### src/rtl/dmbp_pkg.sv
package dmbp_pkg;
  typedef enum logic {
    PORT_FIFO  = 1'b0,
    PORT_PACED = 1'b1
  } port_mode_e;
endpackage

### src/rtl/dmbp_pace_timer.sv
module dmbp_pace_timer #(
  parameter int DIV_W = 8
) (
  input  logic             clk,
  input  logic             rst,
  input  logic             clear,
  input  logic             load,
  input  logic [DIV_W-1:0] load_val,
  output logic             idle
);
  logic [DIV_W-1:0] remain;

  always_ff @(posedge clk) begin
    if (rst || clear) begin
      remain <= '0;
    end else if (load) begin
      remain <= load_val;
    end else if (remain != '0) begin
      remain <= remain - 1'b1;
    end
  end

  assign idle = (remain == '0);

  // a running hold counts down by one per cycle
  assert_hold_countdown_R5: assert property (@(posedge clk) disable iff (rst)
    (remain != '0 && !clear && !load) |=> (remain == $past(remain) - 1'b1));

  // a load is only possible when no hold is running
  assert_load_when_idle_R5: assert property (@(posedge clk) disable iff (rst)
    load |-> idle);
endmodule

### src/rtl/dmbp_mode_ctrl.sv
module dmbp_mode_ctrl
  import dmbp_pkg::*;
(
  input  logic       clk,
  input  logic       rst,
  input  logic       mode_req,
  input  logic       timer_idle,
  output port_mode_e mode_cur,
  output port_mode_e mode_next,
  output logic       switch_now
);
  assign mode_next  = mode_req ? PORT_PACED : PORT_FIFO;
  assign switch_now = (mode_next != mode_cur) && timer_idle;

  always_ff @(posedge clk) begin
    if (rst) begin
      mode_cur <= PORT_FIFO;
    end else if (switch_now) begin
      mode_cur <= mode_next;
    end
  end

  // the effective mode only moves while no hold is running
  assert_switch_when_idle_R7: assert property (@(posedge clk) disable iff (rst)
    (mode_cur != $past(mode_cur)) |-> $past(timer_idle));
endmodule

### src/rtl/dmbp_lane_driver.sv
module dmbp_lane_driver
  import dmbp_pkg::*;
#(
  parameter int DATA_W = 8
) (
  input  logic              clk,
  input  logic              rst,
  input  port_mode_e        mode_cur,
  input  port_mode_e        mode_next,
  input  logic              switch_now,
  input  logic              accept,
  input  logic [DATA_W-1:0] in_data,
  output logic [DATA_W-1:0] lane_out,
  output logic [DATA_W-1:0] lane_oe,
  output logic              fifo_wr
);
  localparam logic [DATA_W-1:0] ALL_ON = {DATA_W{1'b1}};

  always_ff @(posedge clk) begin
    if (rst) begin
      lane_out <= '0;
      lane_oe  <= '0;
      fifo_wr  <= 1'b0;
    end else if (switch_now) begin
      fifo_wr <= 1'b0;
      if (mode_next == PORT_PACED) begin
        lane_out <= '0;
        lane_oe  <= ALL_ON;
      end else begin
        lane_oe <= '0;
      end
    end else if (mode_cur == PORT_FIFO) begin
      if (accept) begin
        lane_out <= in_data;
        lane_oe  <= ALL_ON;
        fifo_wr  <= 1'b1;
      end else begin
        lane_oe <= '0;
        fifo_wr <= 1'b0;
      end
    end else begin
      fifo_wr <= 1'b0;
      if (accept) begin
        lane_out <= in_data;
      end
    end
  end

  // no FIFO write strobe while paced mode is in effect
  assert_no_wr_paced_R9: assert property (@(posedge clk) disable iff (rst)
    (mode_cur == PORT_PACED) |-> !fifo_wr);

  // a write strobe always comes with the lines enabled
  assert_wr_drives_R2: assert property (@(posedge clk) disable iff (rst)
    fifo_wr |-> (lane_oe == ALL_ON));
endmodule

### src/rtl/dual_mode_byte_port.sv
module dual_mode_byte_port
  import dmbp_pkg::*;
#(
  parameter int DATA_W = 8,
  parameter int DIV_W  = 8
) (
  input  logic              clk,
  input  logic              rst,
  input  logic              mode_req,
  input  logic [DIV_W-1:0]  divisor,
  input  logic [DATA_W-1:0] in_data,
  input  logic              in_valid,
  output logic              in_ready,
  input  logic              fifo_room,
  output logic              fifo_wr,
  output logic [DATA_W-1:0] lane_out,
  output logic [DATA_W-1:0] lane_oe,
  output logic              busy
);
  port_mode_e mode_cur;
  port_mode_e mode_next;
  logic       switch_now;
  logic       timer_idle;
  logic       accept;
  logic       settled;

  dmbp_mode_ctrl u_mode (
    .clk        (clk),
    .rst        (rst),
    .mode_req   (mode_req),
    .timer_idle (timer_idle),
    .mode_cur   (mode_cur),
    .mode_next  (mode_next),
    .switch_now (switch_now)
  );

  assign settled  = (mode_next == mode_cur);
  assign in_ready = settled &&
                    ((mode_cur == PORT_FIFO) ? fifo_room : timer_idle);
  assign accept   = in_valid && in_ready;

  dmbp_pace_timer #(.DIV_W(DIV_W)) u_timer (
    .clk      (clk),
    .rst      (rst),
    .clear    ((mode_cur == PORT_FIFO) || switch_now),
    .load     (accept && (mode_cur == PORT_PACED)),
    .load_val (divisor),
    .idle     (timer_idle)
  );

  dmbp_lane_driver #(.DATA_W(DATA_W)) u_lanes (
    .clk        (clk),
    .rst        (rst),
    .mode_cur   (mode_cur),
    .mode_next  (mode_next),
    .switch_now (switch_now),
    .accept     (accept),
    .in_data    (in_data),
    .lane_out   (lane_out),
    .lane_oe    (lane_oe),
    .fifo_wr    (fifo_wr)
  );

  assign busy = !timer_idle;

  // never ready while a paced byte is being held
  assert_ready_not_busy_R6: assert property (@(posedge clk) disable iff (rst)
    in_ready |-> !busy);

  // the lines do not move at an edge where a hold was running
  assert_lanes_hold_R5: assert property (@(posedge clk) disable iff (rst)
    $past(busy) |-> $stable(lane_out));

  // FIFO mode keeps the pacing timer cleared
  assert_fifo_timer_clear_R3: assert property (@(posedge clk) disable iff (rst)
    (mode_cur == PORT_FIFO) |-> !busy);
endmodule

### config.mk
export PLATFORM = sky130hd
export DESIGN_NAME = dual_mode_byte_port
export DESIGN_NICKNAME = d
export VERILOG_FILES = /design/src/rtl/dmbp_pkg.sv /design/src/rtl/dmbp_pace_timer.sv /design/src/rtl/dmbp_mode_ctrl.sv /design/src/rtl/dmbp_lane_driver.sv /design/src/rtl/dual_mode_byte_port.sv
export SDC_FILE = /design/constraint.sdc
export NUM_CORES = 1
export LEC_CHECK = 0
export BUFFER_PORTS_ARGS = -buffer_cell sky130_fd_sc_hd__buf_4
export CORE_MARGIN = 1
export CORE_UTILIZATION = 40
export CTS_CLUSTER_DIAMETER = 50
export DETAILED_ROUTE_END_ITERATION = 6
export GPL_TIMING_DRIVEN = 0
export PLACE_DENSITY = 0.75
export SLEW_MARGIN = 20
export SYNTH_ARGS = -nofsm -noshare
export SYNTH_HDL_FRONTEND = slang
export SYNTH_SLANG_ARGS = --single-unit
### constraint.sdc
create_clock -name clk -period 2.7 [get_ports clk]
set_clock_uncertainty 0.2 [all_clocks]
set_input_delay 0.405 -clock clk [delete_from_list [all_inputs] [get_ports clk]]
set_output_delay 0.405 -clock clk [all_outputs]
set_load 0.01 [all_outputs]
# After elaboration in Yosys (flattened, before gate mapping)
# Cells that the tools add are included.
# totals
in_bits	21
wordCells	36
regBits	26
output_inout_bits	19
# classes
bitwise	1
n_reduce_logical	13
eq_ne	4
n_mux	12
add_sub_neg	1
# ops
cell	count
8-bit 2-to-1 mux	9
8-bit logical NOT	1
8-bit nonzero test	1
8-bit by 1-bit subtractor with 8-bit output (second input constant)	1
1-bit logical AND	4
2-bit != test (second input constant)	2
2-bit nonzero test	2
1-bit 2-to-1 mux	3
3-bit OR reduction	1
1-bit logical OR	2
2-bit AND reduction	1
1-bit equality test	1
1-bit logical NOT	1
1-bit != test	1
1-bit inverter	1

# Logic depth before layout (Yosys ltp)
# Gate-level depths: netlist (run 1).
# logic_depth
ltp_word	7
mapped_depth	7
mapped_depth_nobuf	6

# Cells and area by module
# A second synthesis (run 1) with hierarchy kept.
# hier_totals
cells_unflattened	119
hier_area_um2	1136.1
# by_module_without_submodules
mod	seq_area_each_um2	instances	cells_each	area_each_um2
dmbp_lane_driver	200.2	1	50	544.3
dmbp_pace_timer	160.2	1	56	486.7
dmbp_mode_ctrl	20.0	1	6	56.3
dual_mode_byte_port	0.0	1	7	48.8

# Worst setup path after synthesis (run 1)
# OpenSTA, ideal clock, no wires.
# synth_timing
kind	register to register
startpoint	register u_timer.remain[0]
endpoint	register u_timer.remain[1]
t_required_ns	2.383
n_path_buf	1
t_arrival_ns	1.768
setup_slack_ns	0.615
synth_period_minus_slack_ns	2.085
path_stages_with_launch	8
setup_ns	0.117
cell_sequence	dfxtp_1 inv_1 ha_1 or3b_1 buf_2 nor4_4 nor2_1 a22o_1
# synth_via
elab_chain_len	6
elab_cells_between_ends	13
classes_between	1 x add/sub; 3 x mux; 9 x reduce/logical
# synth_rtl
element	line	text
start, declared	dmbp_pace_timer.sv:11	logic [DIV_W-1:0] remain;
start signal, assigned	dmbp_pace_timer.sv:17	remain <= load_val;
start signal, assigned	dmbp_pace_timer.sv:19	remain <= remain - 1'b1;
parallel branches: the longest is 6 deep, another holds 8-bit by 1-bit subtractor with 8-bit output	--	
# Several ways; the timed one is not identified. The select of a mux whose other input is x is not followed.
# A chain may end at the register's enable or synchronous reset.

# Final worst setup path (run 1)
# layout_timing
startpoint	register u_timer.remain[0]
endpoint	output port busy
# layout_via
elab_chain_len	2
# layout_rtl
element	line	text
8-bit logical NOT	dmbp_pace_timer.sv:23	assign idle = (remain == '0);
1-bit logical NOT	dual_mode_byte_port.sv:64	assign busy = !timer_idle;
end, declared	dual_mode_byte_port.sv:18	output logic busy
# Every way passes these cells.

==> results of run 1 <==
-- sequential cells by signal, summed over array words and instances, names as in the netlist --
signal            cells
u_lanes.fifo_wr       1
u_lanes.lane_oe       1
u_lanes.lane_out      8
u_mode.mode_cur       1
u_timer.remain        8
-- final timing paths --
kind                                      endpoint  slack, ns  cells past startpoint
setup / recovery                              busy       0.30                      5
hold / removal     u_lanes.lane_oe[6]$_SDFFE_PP0P_       0.10                      2
setup reg to reg    u_timer.remain[0]$_SDFFE_PP0P_       0.37                      7
hold reg to reg   u_lanes.lane_out[3]$_SDFFE_PP0P_       0.27                      2
-- worst max-delay path: cells and delay by family, from the launching register on --
family | cells | cell delay, ns
and+or+nand+nor | 2 | 0.63
DFF | 1 | 0.34
buffers and inverters | 2 | 0.30
adders and majority gates | 1 | 0.23
-- logic make-up (layout without fill, tap and decap cells) --
family	count (synthesis)	after routing	synth area share
AO/OA/AOI/OAI	18	18	0.150
XOR/XNOR	3	3	0.0265
adder cells (fa/ha/maj)	1	1	0.0126
buffers and inverters	15	58	0.0859
flip-flops	19	19	0.384
multiplexers	8	8	0.0808
AND/OR/NAND/NOR	49	49	0.260
-- cell usage in the layout (no fill, tap or decap), types with 2 or more instances in the layout --
master	netlist	routed
a21oi_1	3	3
a22o_1	2	2
a22oi_1	2	2
a31oi_1	2	2
a41oi_1	2	2
buf_2	2	2
buf_4	7	46
clkbuf_4	0	3
dfxtp_1	19	19
inv_1	5	5
mux2i_1	8	8
nand2_1	22	22
nand4_1	2	2
nor2_1	8	8
nor3_1	7	7
o21ai_0	2	2
xor2_1	2	2
-- per-layer routing --
layer	GRT usage	part of all wire	up-vias
met3	0.0234	0.045	6
li1	-	-	485
met4	0.0991	0.016	0
met1	0.213	0.41	442
met5	0	0	-
met2	0.338	0.53	38
-- power breakdown --
group          internal, uW  switching (uW)
Clock                  57.4            82.5
Sequential              288            8.09
Combinational          62.7            47.3
Total                   408             138
-- cell usage after synthesis (all sizes together) --
library cell	count	area, um^2
a221oi	1	8.76
or4	1	11.3
nor3	7	35.0
or3b	1	8.76
nor2	8	30.0
nand2b	1	6.26
clkinv	1	3.75
a22oi	2	15.0
a31oi	2	12.5
nor3b	2	20.0
dfxtp	19	380
inv	5	18.8
mux2i	8	80.1
o21ai	2	10.0
o211a	1	10.0
nand3	1	5.00
o311ai	1	26.3
a211oi	1	7.51
a41oi	2	17.5
buf	9	62.6
a21oi	3	15.0
nand4	2	12.5
xor2	2	17.5
nand2	23	88.8
nor4	3	40.0
a311oi	1	8.76
a22o	2	17.5
xnor2	1	8.76
ha	1	12.5
-- per-stage QoR --
| step | worst slack [ns] | utilization |
|---|---|---|
| global placement | 0.439 | 0.579 |
| finish | 0.297 | 0.591 |
| detailed placement | 0.405 | 0.579 |
| global route | 0.196 | 0.591 |
| floorplan | 0.615 | - |
| CTS | 0.290 | 0.591 |
-- layout make-up --
class,instances,area [um^2],area share
multi-input combinational,79,526,0.391
sequential,19,380,0.283
buffer,9,62.6,0.0465
timing repair buffer,39,293,0.218
tap,28,35.0,0.0260
inverter,6,22.5,0.0167
clock buffer,4,26.3,0.0195
==> flow_summary.ini, run 1 <==
[critical_path]
crit_path_cell_trace = inv_1 > ha_1 > nor3b_2 > nand2_2 > buf_4
crit_fanout = 9
crit_slowest_cell = nor3b_2
crit_path_max_incr_delay_ns = 0.40
crit_required_ns = 2.10
cp.arrival_ns = 1.80
critPathKind = reg2out
crit_path_end_kind = primary output
cp-start-kind = flip-flop
critical_path.startpoint = u_timer.remain[0]$_SDFFE_PP0P_
timing.rr.start = u_timer.remain[0]$_SDFFE_PP0P_

[floorplan]
core-area_um2 = 2280
dieArea_um2 = 2680
initial_utilization = 0.435
core.rowCount = 17
die_w_um = 51.8
ios = 40
die_h_um = 51.8

[clock_tree]
htree_num_levels = 1
numCtsBuffers = 3
clock_latency_ns = 0.29
holdBufCountCts = 0
cts.clk_slew.worst_paths_ns = 0.10
cts-resized-gates = 0
postCtsSetupRepairBufs = 0
clk_path_buf_depth = 2
clock_sinks = 19
cts_root_buf = clkbuf_4
cts_tree = done

[global_route]
grt_pass1_vias = 926
grt_overflow = 0
gr-usage-all-layers = 0.187
grt_max_degree = 11
antenna_found_initial = 0
grt_pass1_wl_mm = 3.79

[timing]
tightest_slew_ns = 0.683
slew_headroom = 0.539
fin_setup_tns_ns = 0
post-route-min-period_ns = 2.40
setup_violations = 0
holdWs_ns = 0.101
rsz0062_at_grt = no
hold_violations = 0
drv_slew = 0
max_freq_mhz = 416
fin_crit_sh = 0.890

[yosys]
syn_nets = 135
ys_ff_latch = 19
seq_area_frac_synth = 0.384
netlist_instances = 113
synth.cell_area_um2 = 991
ys_types = 34
synth_warnings = 0
avgSynthCellArea_um2 = 8.77

[routing]
drtPass1Iterations = 4
wl_per_cell_um = 12.6
drt-total-wl_mm = 2.32
via_per_inst = 5.28
vias = 971
ant_nets = 0
drc = 0
drtIter0Drc = 28

[layout]
diodes = 0
fillers = 202
drive_gt1_frac = 0.365
stdcell_count = 184
final_nets = 179
design_area_um2 = 1350
area_growth_pct = 35.7

[min_path]
hold_start = rst
holdCritPathClass = in2reg

[power]
p_per_area_nw_per_um2 = 406
vdd_drop_max_mv = 0.344
power.total_uw = 546
p_leak_uw = 0.000635

[run]
max-cap-violations = 0

[placement]
io_buffers = 39
dp_hpwl_mm = 1.83
placed_area_um2 = 1320
placedCellCount = 180
gp_congestion = 0.845

[outcome]
outcome = complete, no violations
Note: power is estimated with default switching activity, not from simulation.
==> inputs of run 2 (changes only) <==
PLACE_DENSITY = 0.73   (was 0.75)
SYNTH_HIERARCHICAL = 1   (was not set)
==> flow_summary.ini, run 2 <==
[global_route]
met1_usage = 0.216
grt_overflow = 0
grt_pass1_vias = 975
grt_max_degree = 13
busiest_layer = met2
grtUsageMet2 = 0.284
antenna_found_initial = 0
grt_pass1_wl_mm = 4.26
gr-usage-all-layers = 0.170
gr-usage-met3 = 0.0234

[min_path]
hold_end = u_mode/mode_cur$_SDFFE_PP0P_
hold_path_depth = 2
hold_start = rst
holdCritPathClass = in2reg

[outcome]
outcome = complete, no violations

[critical_path]
cp.arrival_ns = 1.94
timing.rr.start = u_timer/remain[0]$_SDFFE_PP0P_
rr_worst_depth = 10
cp-start-kind = flip-flop
crit_required_ns = 2.10
crit_path_cell_trace = inv_1 > ha_1 > or2b_1 > nor4_4 > buf_4 > and3_1 > a21o_1 > buf_4
crit_fanout = 5
r2r-end = u_lanes/lane_out[6]$_SDFFE_PP0P_
crit_slowest_cell = dfxtp_1
critPathKind = reg2out
crit_path_end_kind = primary output
cp_common_cell = buf_4
r2r_slack_ns = 0.20
crit_path_max_incr_delay_ns = 0.33

[yosys]
synth_warnings = 6
netlist_instances = 119
synth_edf_count = 0
synth.cell_area_um2 = 1140
yosysMostFrequentCell = dfxtp_1
ys.flop_type = dfxtp_1
netlist_top_cells_count = dfxtp_1, buf_4, nand2b_1, nand4bb_1, o21ai_2
ys_types = 42
synth_top_cell_by_area = dfxtp_1
avgSynthCellArea_um2 = 9.55
synthArstFlopShare = 0
synth.top_cells.by_area = dfxtp_1, nand4bb_1, o21ai_2
seq_area_frac_synth = 0.335
yosysTopAreaCellShare = 0.335
ys_ff_latch = 19
syn_nets = 141

[layout]
diodes = 0
fillers = 235
area_growth_pct = 32.5
design_area_um2 = 1510
top_regs = u_lanes/lane_out (8), u_timer/remain (8)
layout_commonest_cell = buf_4
final_nets = 186
final_cell_mix = buf_4, dfxtp_1, nand2b_1, nand4bb_1, o21ai_2
drive_gt1_frac = 0.448

[routing]
drt-total-wl_mm = 2.48
drtIter0Drc = 25
wl_per_cell_um = 12.9
drtPass1Iterations = 4
ant_nets = 0
via_per_inst = 5.20
drc = 0
vias = 1004

[placement]
dp_hpwl_mm = 1.85
io_buffers = 39
place_ws_ns = -0.350
placed_area_um2 = 1470
gp_congestion = 0.826

[timing]
drv_slew = 0
holdWs_ns = 0.135
slew_headroom = 0.814
tightest_slew_ns = 0.275
setup_violations = 0
hold_violations = 0
fin_setup_tns_ns = 0
fin_crit_sh = 0.943
post-route-min-period_ns = 2.55
max_freq_mhz = 393
rsz0062_at_grt = no
layout_setup_ws_ns = 0.153

[clock_tree]
clock_latency_ns = 0.30
clock_sinks = 19
htree_num_levels = 1
cts_tree = done
numCtsBuffers = 3
cts.clk_slew.worst_paths_ns = 0.10
clk_path_buf_depth = 2
cts_root_buf = clkbuf_4

[floorplan]
core-area_um2 = 2590
die_w_um = 55.3
core.rowCount = 18
dieArea_um2 = 3060
die_h_um = 55.3
initial_utilization = 0.439
ios = 40

[power]
power.total_uw = 591
vdd_drop_max_mv = 0.340
p_leak_uw = 0.000670
p_per_area_nw_per_um2 = 393

[run]
max-cap-violations = 0
run 2: changes by cell type in the layout (fill, tap and decap cells not counted), sizes merged, moves of 3 or more:
cell / previous run / this run
mux2: 0 / 3
nand4bb: 0 / 8
nand2b: 1 / 8
nand2: 23 / 7
nor2: 8 / 5
mux2i: 8 / 2
or3: 0 / 3
nor3: 7 / 2
buf: 48 / 52
o22ai: 0 / 4
o21ai: 2 / 10
run 2: worst max path at each step:
| stage | slack, ns | cells after the start | startpoint | to |
|---|---|---|---|---|
| CTS | 0.04 | 10 | u_timer/remain[0]$_SDFFE_PP0P_ | u_timer/remain[0]$_SDFFE_PP0P_ |
| global placement | -0.28 | 10 | u_timer/remain[0]$_SDFFE_PP0P_ | u_timer/remain[0]$_SDFFE_PP0P_ |
| detailed placement | -0.35 | 10 | u_timer/remain[0]$_SDFFE_PP0P_ | u_timer/remain[0]$_SDFFE_PP0P_ |
| global route | 0.01 | 8 | u_timer/remain[0]$_SDFFE_PP0P_ | in_ready |
| floorplan | 0.03 | 10 | u_timer/remain[0]$_SDFFE_PP0P_ | u_timer/remain[0]$_SDFFE_PP0P_ |
| finish | 0.15 | 8 | u_timer/remain[0]$_SDFFE_PP0P_ | in_ready |
run 2: layer usage:
metal  up-vias  part of all wire  routed length (um)
li1        508                 -                   -
met1       466              0.47                1160
met2        25              0.47                1180
met3         5             0.039                  97
met4         0             0.020                  49
met5         -                 0                   0
run 2: timing repair:
action	CTS	global route
resized for setup	0	2
setup buffers	2	0
setup endpoints to repair	18	2
pin swaps	1	0
hold buffers	0	0
run 2: final cells by class:
type	instances	area, um^2	share of cell area
plain buffers	12	95.1	0.0632
repair buffers	41	308	0.204
well taps	30	37.5	0.0249
inverters	7	26.3	0.0175
multi-input cells	80	632	0.420
clock buffers	4	26.3	0.0175
flip-flops and latches	19	380	0.253
run 2: metrics by stage:
stage / std cells / utilization
floorplan: 119 / -
global placement: 188 / 0.566
detailed placement: 188 / 0.566
CTS: 194 / 0.582
global route: 193 / 0.581
finish: 193 / 0.581
run 2: kinds of logic after synthesis:
| logic type | share of synthesized area |
|---|---|
| and+or+nand+nor | 0.289 |
| buffers and inverters | 0.109 |
| xor gates and xnor gates | 0.0308 |
| adders and majority gates | 0.0110 |
| DFF | 0.335 |
| AOI/OAI and AO/OA | 0.172 |
| muxes | 0.0540 |
run 2: where the power goes:
group | switching [uW] | internal (uW) | leakage, uW | total (uW)
clock network | 86.8 | 57.6 | 0.0000150 | 144
logic | 61.7 | 89.3 | 0.000501 | 151
registers | 8.18 | 287 | 0.000154 | 295
total | 157 | 434 | 0.000670 | 591
run 2: critical path, delay by kind of cell (launching register included):
kind,cells,cell delay (ns)
compound gates,1,0.08
fa+ha+maj,1,0.21
buf+inv,3,0.36
flops,1,0.33
simple gates,3,0.67
